==> src/rtl/occq_pkg.sv <==
package occq_pkg;

  typedef enum logic {
    DCLS_LOCAL  = 1'b0,
    DCLS_REMOTE = 1'b1
  } dcls_e;

  function automatic int unsigned occq_max(input int unsigned a, input int unsigned b);
    return (a > b) ? a : b;
  endfunction

endpackage

==> src/rtl/occq_rst_sync.sv <==
module occq_rst_sync (
  input  logic clk,
  input  logic rst_n,
  output logic rst_n_sync
);

  logic [1:0] stage_q;

  // asynchronous assertion, synchronous release
  always_ff @(posedge clk or negedge rst_n) begin
    if (!rst_n) stage_q <= 2'b00;
    else        stage_q <= {stage_q[0], 1'b1};
  end

  assign rst_n_sync = stage_q[1];

endmodule

==> src/rtl/occq_fifo.sv <==
module occq_fifo
  import occq_pkg::*;
#(
  parameter  int DEPTH = 4,
  parameter  int TAG_W = 6,
  localparam int PTR_W = $clog2(DEPTH),
  localparam int CNT_W = $clog2(DEPTH + 1)
) (
  input  logic             clk,
  input  logic             rst_n,
  input  logic             push,
  input  logic [TAG_W-1:0] push_tag,
  input  dcls_e            push_cls,
  input  logic             pop,
  output logic [TAG_W-1:0] head_tag,
  output dcls_e            next_cls,
  output logic [CNT_W-1:0] count,
  output logic             empty,
  output logic             full
);

  localparam logic [PTR_W-1:0] LAST_SLOT = PTR_W'(DEPTH - 1);
  localparam logic [CNT_W-1:0] CNT_FULL  = CNT_W'(DEPTH);

  logic [TAG_W:0]   slot_q [DEPTH];
  logic [PTR_W-1:0] wr_ptr_q, wr_ptr_d;
  logic [PTR_W-1:0] rd_ptr_q, rd_ptr_d;
  logic [PTR_W-1:0] nxt_ptr;
  logic [CNT_W-1:0] cnt_q, cnt_d;
  logic [DEPTH-1:0] slot_we;

  function automatic logic [PTR_W-1:0] ptr_inc(input logic [PTR_W-1:0] p);
    return (p == LAST_SLOT) ? '0 : p + 1'b1;
  endfunction

  // per-slot write enables
  for (genvar i = 0; i < DEPTH; i++) begin : g_we
    assign slot_we[i] = push && (wr_ptr_q == PTR_W'(i));
  end

  // next-state logic
  always_comb begin
    wr_ptr_d = wr_ptr_q;
    rd_ptr_d = rd_ptr_q;
    cnt_d    = cnt_q;
    if (push) wr_ptr_d = ptr_inc(wr_ptr_q);
    if (pop)  rd_ptr_d = ptr_inc(rd_ptr_q);
    case ({push, pop})
      2'b10:   cnt_d = cnt_q + 1'b1;
      2'b01:   cnt_d = cnt_q - 1'b1;
      default: cnt_d = cnt_q;
    endcase
  end

  // control registers
  always_ff @(posedge clk or negedge rst_n) begin
    if (!rst_n) begin
      wr_ptr_q <= '0;
      rd_ptr_q <= '0;
      cnt_q    <= '0;
    end else begin
      if (push) wr_ptr_q <= wr_ptr_d;
      if (pop)  rd_ptr_q <= rd_ptr_d;
      if (push != pop) cnt_q <= cnt_d;
    end
  end

  // storage: datapath, no reset
  always_ff @(posedge clk) begin
    for (int i = 0; i < DEPTH; i++) begin
      if (slot_we[i]) slot_q[i] <= {logic'(push_cls), push_tag};
    end
  end

  assign nxt_ptr  = ptr_inc(rd_ptr_q);
  assign head_tag = slot_q[rd_ptr_q][TAG_W-1:0];
  assign next_cls = dcls_e'(slot_q[nxt_ptr][TAG_W]);
  assign count    = cnt_q;
  assign empty    = (cnt_q == '0);
  assign full     = (cnt_q == CNT_FULL);

endmodule

==> src/rtl/occq_svc_timer.sv <==
module occq_svc_timer
  import occq_pkg::*;
#(
  parameter  int LOCAL_DLY  = 3,
  parameter  int REMOTE_DLY = 5,
  localparam int TMR_W      = $clog2(occq_max(LOCAL_DLY, REMOTE_DLY) + 1)
) (
  input  logic  clk,
  input  logic  rst_n,
  input  logic  load,
  input  dcls_e load_cls,
  input  logic  run,
  output logic  expire
);

  localparam logic [TMR_W-1:0] LOCAL_RELOAD  = TMR_W'(LOCAL_DLY - 1);
  localparam logic [TMR_W-1:0] REMOTE_RELOAD = TMR_W'(REMOTE_DLY - 1);

  logic [TMR_W-1:0] left_q, left_d;
  logic             left_en;

  // next-state logic: reload on head change, else count down while serving
  always_comb begin
    left_d  = left_q;
    left_en = 1'b0;
    if (load) begin
      left_d  = (load_cls == DCLS_REMOTE) ? REMOTE_RELOAD : LOCAL_RELOAD;
      left_en = 1'b1;
    end else if (run && (left_q != '0)) begin
      left_d  = left_q - 1'b1;
      left_en = 1'b1;
    end
  end

  always_ff @(posedge clk or negedge rst_n) begin
    if (!rst_n)       left_q <= '0;
    else if (left_en) left_q <= left_d;
  end

  assign expire = run && (left_q == '0);

endmodule

==> src/rtl/dirctl_occ_queue.sv <==
module dirctl_occ_queue
  import occq_pkg::*;
#(
  parameter  int DEPTH      = 4,
  parameter  int TAG_W      = 6,
  parameter  int LOCAL_DLY  = 3,
  parameter  int REMOTE_DLY = 5,
  localparam int CNT_W      = $clog2(DEPTH + 1)
) (
  input  logic             clk,
  input  logic             rst_n,
  input  logic             enq_valid_i,
  output logic             enq_ready_o,
  input  logic [TAG_W-1:0] enq_tag_i,
  input  logic             enq_remote_i,
  output logic             rel_valid_o,
  output logic [TAG_W-1:0] rel_tag_o,
  output logic             busy_o,
  output logic             full_o,
  output logic [CNT_W-1:0] count_o
);

  localparam logic [CNT_W-1:0] CNT_ONE = CNT_W'(1);

  logic             rst_n_sync;
  logic             push, pop;
  logic             q_empty, q_full;
  logic [CNT_W-1:0] q_count;
  dcls_e            push_cls, next_cls, load_cls;
  logic             head_load;

  occq_rst_sync u_rst (
    .clk        (clk),
    .rst_n      (rst_n),
    .rst_n_sync (rst_n_sync)
  );

  assign push_cls = enq_remote_i ? DCLS_REMOTE : DCLS_LOCAL;
  assign push     = enq_valid_i && !q_full;

  // A new head starts service when the queue fills from empty, or when the
  // head leaves and something (stored or arriving) takes its place.
  always_comb begin
    head_load = 1'b0;
    load_cls  = push_cls;
    if (q_empty) begin
      head_load = push;
    end else if (pop) begin
      if (q_count != CNT_ONE) begin
        head_load = 1'b1;
        load_cls  = next_cls;
      end else begin
        head_load = push;
      end
    end
  end

  occq_fifo #(
    .DEPTH (DEPTH),
    .TAG_W (TAG_W)
  ) u_fifo (
    .clk      (clk),
    .rst_n    (rst_n_sync),
    .push     (push),
    .push_tag (enq_tag_i),
    .push_cls (push_cls),
    .pop      (pop),
    .head_tag (rel_tag_o),
    .next_cls (next_cls),
    .count    (q_count),
    .empty    (q_empty),
    .full     (q_full)
  );

  occq_svc_timer #(
    .LOCAL_DLY  (LOCAL_DLY),
    .REMOTE_DLY (REMOTE_DLY)
  ) u_timer (
    .clk      (clk),
    .rst_n    (rst_n_sync),
    .load     (head_load),
    .load_cls (load_cls),
    .run      (!q_empty),
    .expire   (pop)
  );

  assign enq_ready_o = !q_full;
  assign rel_valid_o = pop;
  assign busy_o      = !q_empty;
  assign full_o      = q_full;
  assign count_o     = q_count;

endmodule

==> config.mk <==
export PLATFORM = sky130hd
export DESIGN_NAME = dirctl_occ_queue
export DESIGN_NICKNAME = d
export VERILOG_FILES = /design/src/rtl/occq_pkg.sv /design/src/rtl/occq_rst_sync.sv /design/src/rtl/occq_fifo.sv /design/src/rtl/occq_svc_timer.sv /design/src/rtl/dirctl_occ_queue.sv
export SDC_FILE = /design/constraint.sdc
export NUM_CORES = 1
export LEC_CHECK = 0
export ABC_AREA = 1
export BUFFER_PORTS_ARGS = -buffer_cell sky130_fd_sc_hd__buf_2
export CORE_ASPECT_RATIO = 1.25
export CORE_MARGIN = 2
export CORE_UTILIZATION = 61
export CTS_CLUSTER_SIZE = 10
export DETAILED_ROUTE_END_ITERATION = 8
export PLACE_DENSITY = 0.83
export SLEW_MARGIN = 20
export SYNTH_ARGS = -nofsm -noshare
export SYNTH_HDL_FRONTEND = slang
export SYNTH_SLANG_ARGS = --single-unit
==> constraint.sdc <==
create_clock -name clk -period 1.8 [get_ports clk]
set_input_delay 0.36 -clock clk [delete_from_list [all_inputs] [get_ports clk]]
set_output_delay 0.36 -clock clk [all_outputs]
set_load 0.05 [all_outputs]
# Word level (Yosys, flattened, before mapping)
# Memories as Yosys holds them, arrays and structs flattened.
# Index checks and enable logic that the tools add are counted.
word_totals:
  word_cells: 72
  ram_bits: 28
  input_bits: 10
  romBits: 0
  ff_bits: 12
  out_inout_bits: 13
  latchBits: 0
  n_memories: 1
memory_table:
  columns: ["memory", "depth", "word_bits", "read_ports", "rd_ports_with_merged_regs", "write_ports", "line", "source"]
  rows:
  - ["u_fifo.slot_q", 4, 7, 2, 0, 1, "occq_fifo.sv:25", "logic [TAG_W:0] slot_q [DEPTH];"]
classes:
  n_eq_ne: 9
  n_addsub: 5
  n_reduce_logical: 20
  n_mul: 0
  order_cmp: 0
  n_mux: 32
  div: 0
  n_bitwise: 0
  shift: 0
ops:
  columns: ["operator", "n"]
  rows:
  - ["two-way mux 7 bit", 3]
  - ["OR reduction 7 bit", 3]
  - ["two-way mux 1 bit", 20]
  - ["two-way mux 2 bit", 5]
  - ["two-way mux 3 bit", 3]
  - ["== test 2 bit, second input constant", 4]
  - ["logical AND 1 bit", 7]
  - ["zero test 3 bit", 2]
  - ["case mux 3 bit (2 select lines)", 1]
  - ["subtractor 3 x 1 -> 3 bit, second input constant", 2]
  - ["adder 2 x 1 -> 2 bit, second input constant", 2]
  - ["== test 2 x 1 -> 1 bit, second input constant", 2]
  - ["AND reduction 2 bit", 2]
  - ["nonzero test 2 bit", 2]
  - ["adder 3 x 1 -> 3 bit, second input constant", 1]
  - ["== test 3 bit, second input constant", 1]
  - ["inequality test 3 x 1 -> 1 bit, second input constant", 1]
  - ["nonzero test 3 bit", 1]
  - ["zero test 1 bit", 2]
  - ["zero test 2 bit", 1]
  - ["inequality test 1 bit", 1]

# Depth between registers and ports, before layout
logic_depth:
  ltp_word: 10
  mapped_depth: 12
  mapped_depth_nobuf: 12

# By module
# Synthesis repeated with hierarchy kept, for this count alone.
unflattened:
  cells_unflattened: 187
  hier_area_um2: 1915.6
modules_own_cells:
  columns: ["module", "area_each_um2", "seq_area_each_um2", "cells_each", "instances"]
  rows:
  - ["occq_fifo", 1561.5, 1016.0, 140, 1]
  - ["occq_svc_timer", 230.2, 75.1, 29, 1]
  - ["dirctl_occ_queue", 70.1, 0.0, 15, 1]
  - ["occq_rst_sync", 53.8, 50.0, 3, 1]

# Worst setup path after synthesis
# No wires, ideal clock.
synth_path:
  kind: "register to register"
  from: "register u_fifo.cnt_q[0] (netlist: u_fifo.count[0])"
  to: "register u_fifo.cnt_q[2] (netlist: u_fifo.count[2])"
  setup_ps: 119
  stages_incl_launch_ff: 12
  path_slack_ps: -1023
  arrival_time_ps: 2703
  period_less_slack_ps: 2823
  n_path_buf: 0
  path_cell_list: "dfrtp_1 > inv_1 > ha_1 > nand2_1 > inv_2 > nor2_2 > inv_2 > ha_1 > nor2_1 > o21ai_0 > xor2_1 > inv_1"
synth_via:
  elab_chain_cells: 6
  elab_cells_between_ends: 14
  cone_classes: "add/sub (2); eq/ne (4); mux (1); reduce/logical (7)"
synth_rtl:
  columns: ["item", "line", "source"]
  rows:
  - ["start: declaration", "occq_fifo.sv:29", "logic [CNT_W-1:0] cnt_q, cnt_d;"]
  - ["start signal: assignment", "occq_fifo.sv:64", "if (push != pop) cnt_q <= cnt_d;"]
  - ["== test 3 bit (*)", "occq_fifo.sv:80", "assign full = (cnt_q == CNT_FULL);"]
  - ["zero test 1 bit (*)", null, null]
  - ["named net enq_ready_o", "dirctl_occ_queue.sv:13", "output logic enq_ready_o,"]
  - ["logical AND 1 bit (*)", "dirctl_occ_queue.sv:39", "assign push = enq_valid_i && !q_full;"]
  - ["== test 2 bit or == test 2 x 1 -> 1 bit (tied branches)", "occq_fifo.sv:48", "case ({push, pop})"]
  - ["nonzero test 2 bit (no line)", null, null]
  - ["AND reduction 2 bit (no line)", null, null]
# The timed path passes the listed nets; every way through them passes the cells marked *.
# A chain may end at the register's enable or synchronous reset.

# Final worst setup path
layout_path:
  from: "register u_fifo.rd_ptr_q[0]"
  to: "output rel_tag_o[2]"
layout_via:
  elab_chain_cells: 1
layout_rtl:
  columns: ["item", "line", "source"]
  rows:
  - ["start: declaration", "occq_fifo.sv:27", "logic [PTR_W-1:0] rd_ptr_q, rd_ptr_d;"]
  - ["start signal: assignment", "occq_fifo.sv:63", "if (pop) rd_ptr_q <= rd_ptr_d;"]
  - ["memory (4 x 7 bit)", null, null]
  - ["end: declaration", "dirctl_occ_queue.sv:17", "output logic [TAG_W-1:0] rel_tag_o,"]
# Every way passes these cells.

==> results.md <==
- Initial Utilization: 63.0%
- Fin crit share: 97.5%
- Synth-to-layout area growth: 30.5%
- Max-Cap Viols: 0
- Pre-antenna DRT Iters: 4
- Total CTS buffers: 5
- Count of pins over their slew limit: 0
- Critical path arrival: 1.40 ns
- RSZ-0062 raised after global routing: yes
- GRT Util Overall: 23.8%
- CP Class: reg2out
- Clock Latency Late Sink: 0.34 ns
- Mapped Cells: 169
- Worst reg2reg endpoint: u_fifo.count[2]$_DFFE_PN0P_
- Detailed-route via count: 1317
- Main combinational cell family by area after synthesis: simple AND/OR/NAND/NOR gates
- Port bufs: 22
- Die ar.: 3470 um2
- Routed vias/inst: 5.33
- FILL cells: 165
- Simple-gate share of the synthesized area: 12.7%
- DIE HEIGHT: 65.4 um
- Setup violators final: 0
- Mux cell area share after synthesis: 0%
- # rows: 22
- Initial antenna violation count: 0
- Synthesized area: 1840 um2
- Antenna-violating nets left: 0
- Htree depth: 2
- Fmax: 570 MHz
- CTS tree: done
- Global route total overflow: 0
- Total Wirelength: 3.53 mm
- Wire length per cell: 14.3 um
- Die Wd: 53.1 um
- Crit end category: output port
- Global routing's busiest layer: met2
- Core area: 2920 um2
- Clock buffer depth: 2
- Distinct cells, synth: 23
- Worst-case reg-to-reg path depth: 10
- GR met1 Demand/Resource: 24.8%
- Outcome: complete, no violations
- Antenna Cells: 0
- Worst R2R Start: u_fifo.count[1]$_DFFE_PN0P_
- CP Max Fanout: 8
- Nets@finish: 232
- Global-route wire length before repair: 5.79 mm
- Clk root buf: clkbuf_4
- Reg2Reg Setup Slack: 0.08 ns
- CTS clk-pin slew, worst paths: 0.11 ns
- 1st-iter DRT viols: 18
- Num ports: 23
- Met3 Resource Use GR: 6.82%
- Fin crit period: 1.76 ns
- Fin Clk Skew: 0.0101 ns
- Synth Area in XOR/XNOR: 1.43%
- Largest net degree at the start of global routing: 15
- Yosys reg bits: 40
- Synthesized net count: 191
- Layout cell share with drive strength beyond 1: 41.2%
- Setup tns final: 0 ns
- Startpoint Class: flop
- Met2 Use GR: 43.6%
- Final hold vios: 0
- RD Place Congestion: 0.813
- Worst hold path class: reg2async
- Syn avg cell area: 10.9 um2
- DRC errors left: 0
- Synth warn: 0
- Sequential share of the synthesized area: 62.1%
- Vias in the first global route: 1375
- DP HPWL: 2.44 mm
- Synth Area in Adders: 8.17%
- Clk sink count: 40
- Worst Path Required: 1.44 ns
- Complex-gate fraction of the synthesized area: 8.92%
layer usage:
metal	up-vias	part of all wire, %
met5	-	0
met1	623	38
met2	41	55
met3	15	4.9
li1	638	-
met4	0	2.9
registers in the layout, indices dropped and copies added, names as in the netlist:
| name | flops |
|---|---|
| u_timer.left_q | 3 |
| u_fifo.count | 3 |
| u_fifo.slot_q | 28 |
| u_fifo.rd_ptr_q | 2 |
| u_rst.stage_q | 2 |
| u_fifo.wr_ptr_q | 2 |
cell usage in the layout, fill, tap and decap left out, types with 2 or more instances in the layout:
cell	synthesis	layout
a21oi_2	3	2
buf_2	2	14
buf_4	0	16
buf_6	0	5
clkbuf_16	0	2
clkbuf_4	0	5
dfrtp_1	12	8
dfrtp_2	0	4
edfxtp_1	28	28
ha_1	12	9
ha_4	0	3
inv_1	23	18
inv_2	4	6
inv_4	0	2
nand2_1	20	19
nand2_2	4	3
nand2_4	1	2
nand3_1	4	4
nor2_1	21	16
nor2_2	1	5
o21ai_0	16	8
o21ai_1	4	8
o21ai_2	0	4
o22ai_2	0	6
xnor2_1	2	2
cell usage after synthesis:
library cell | instances | area [um2]
a21oi_2 | 3 | 26.3
buf_2 | 2 | 10.0
clkinv_1 | 1 | 3.75
clkinv_2 | 1 | 5.00
conb_1 | 1 | 3.75
dfrtp_1 | 12 | 300
edfxtp_1 | 28 | 841
ha_1 | 12 | 150
inv_1 | 23 | 86.3
inv_2 | 4 | 15.0
nand2_1 | 20 | 75.1
nand2_2 | 4 | 25.0
nand2_4 | 1 | 11.3
nand3_1 | 4 | 20.0
nand3_2 | 1 | 10.0
nor2_1 | 21 | 78.8
nor2_2 | 1 | 6.26
o21ai_0 | 16 | 80.1
o21ai_1 | 4 | 20.0
o22ai_1 | 6 | 37.5
or2_2 | 1 | 6.26
xnor2_1 | 2 | 17.5
xor2_1 | 1 | 8.76
timing repair:
| action | in CTS | in global routing |
|---|---|---|
| resized for setup | 17 | 17 |
| pin swaps | 1 | 3 |
| hold endpoints to repair | 2 | 0 |
| setup buffers | 3 | 4 |
| hold buffers | 1 | 0 |
| gates cloned | 0 | 0 |
| endpoints found under the setup margin | 9 | 9 |
final cells by class:
type / count / area, um2 / share of cell area (%)
Inverter: 29 / 120 / 5.01
Clock inverter: 1 / 30.0 / 1.25
Clock buffer: 7 / 87.6 / 3.65
Tap cell: 36 / 45.0 / 1.88
Multi-Input combinational cell: 98 / 713 / 29.7
Sequential cell: 40 / 1150 / 47.8
Timing Repair Buffer: 36 / 256 / 10.7
worst max-delay path by stage:
stage | startpoint | endpoint | slack (ns) | depth (start not counted)
final | u_fifo.rd_ptr_q[0]$_DFFE_PN0N_ | rel_tag_o[2] | 0.04 | 4
after global routing | u_fifo.rd_ptr_q[0]$_DFFE_PN0N_ | rel_tag_o[2] | -0.03 | 4
after CTS | u_fifo.rd_ptr_q[0]$_DFFE_PN0N_ | rel_tag_o[2] | -0.002 | 4
after detailed placement | u_fifo.count[0]$_DFFE_PN0P_ | u_fifo.count[2]$_DFFE_PN0P_ | 0.0007 | 12
after global placement | u_fifo.count[0]$_DFFE_PN0P_ | u_fifo.count[2]$_DFFE_PN0P_ | 0.13 | 11
after floorplan | u_fifo.count[0]$_DFFE_PN0P_ | u_fifo.count[2]$_DFFE_PN0P_ | -0.18 | 8
worst max-delay path, stage by stage, from the launching register on:
cell and delay (ns):
dfrtp_1 0.43, buf_4 0.20, o21ai_1 0.09, o22ai_2 0.16
buf_6 0.18
through the flow:
| stage | std cells | cell area [um2] | setup slack [ns] | util (%) | hold slack, ns |
|---|---|---|---|---|---|
| CTS | 243 | 2320 | -0.00222 | 79.4 | 0.191 |
| global placement | 231 | 2140 | 0.127 | 73.3 | 0.144 |
| floorplan | 169 | 1950 | -0.182 | - | 0.0644 |
| finish | 247 | 2400 | 0.0444 | 82.2 | 0.183 |
| global route | 247 | 2400 | -0.0333 | 82.2 | 0.200 |
| detailed placement | 231 | 2140 | 0.000721 | 73.3 | 0.148 |
logic make-up after synthesis:
family	count (synthesis)
flip-flops	40
AO/OA/AOI/OAI	29
AND/OR/NAND/NOR	53
adder cells (fa/ha/maj)	12
XOR/XNOR	3
other	1
buffers and inverters	31
Power is left out: the tool's default activity adds up to more than one toggle a clock period on the data nets, which glitch-free logic cannot reach.
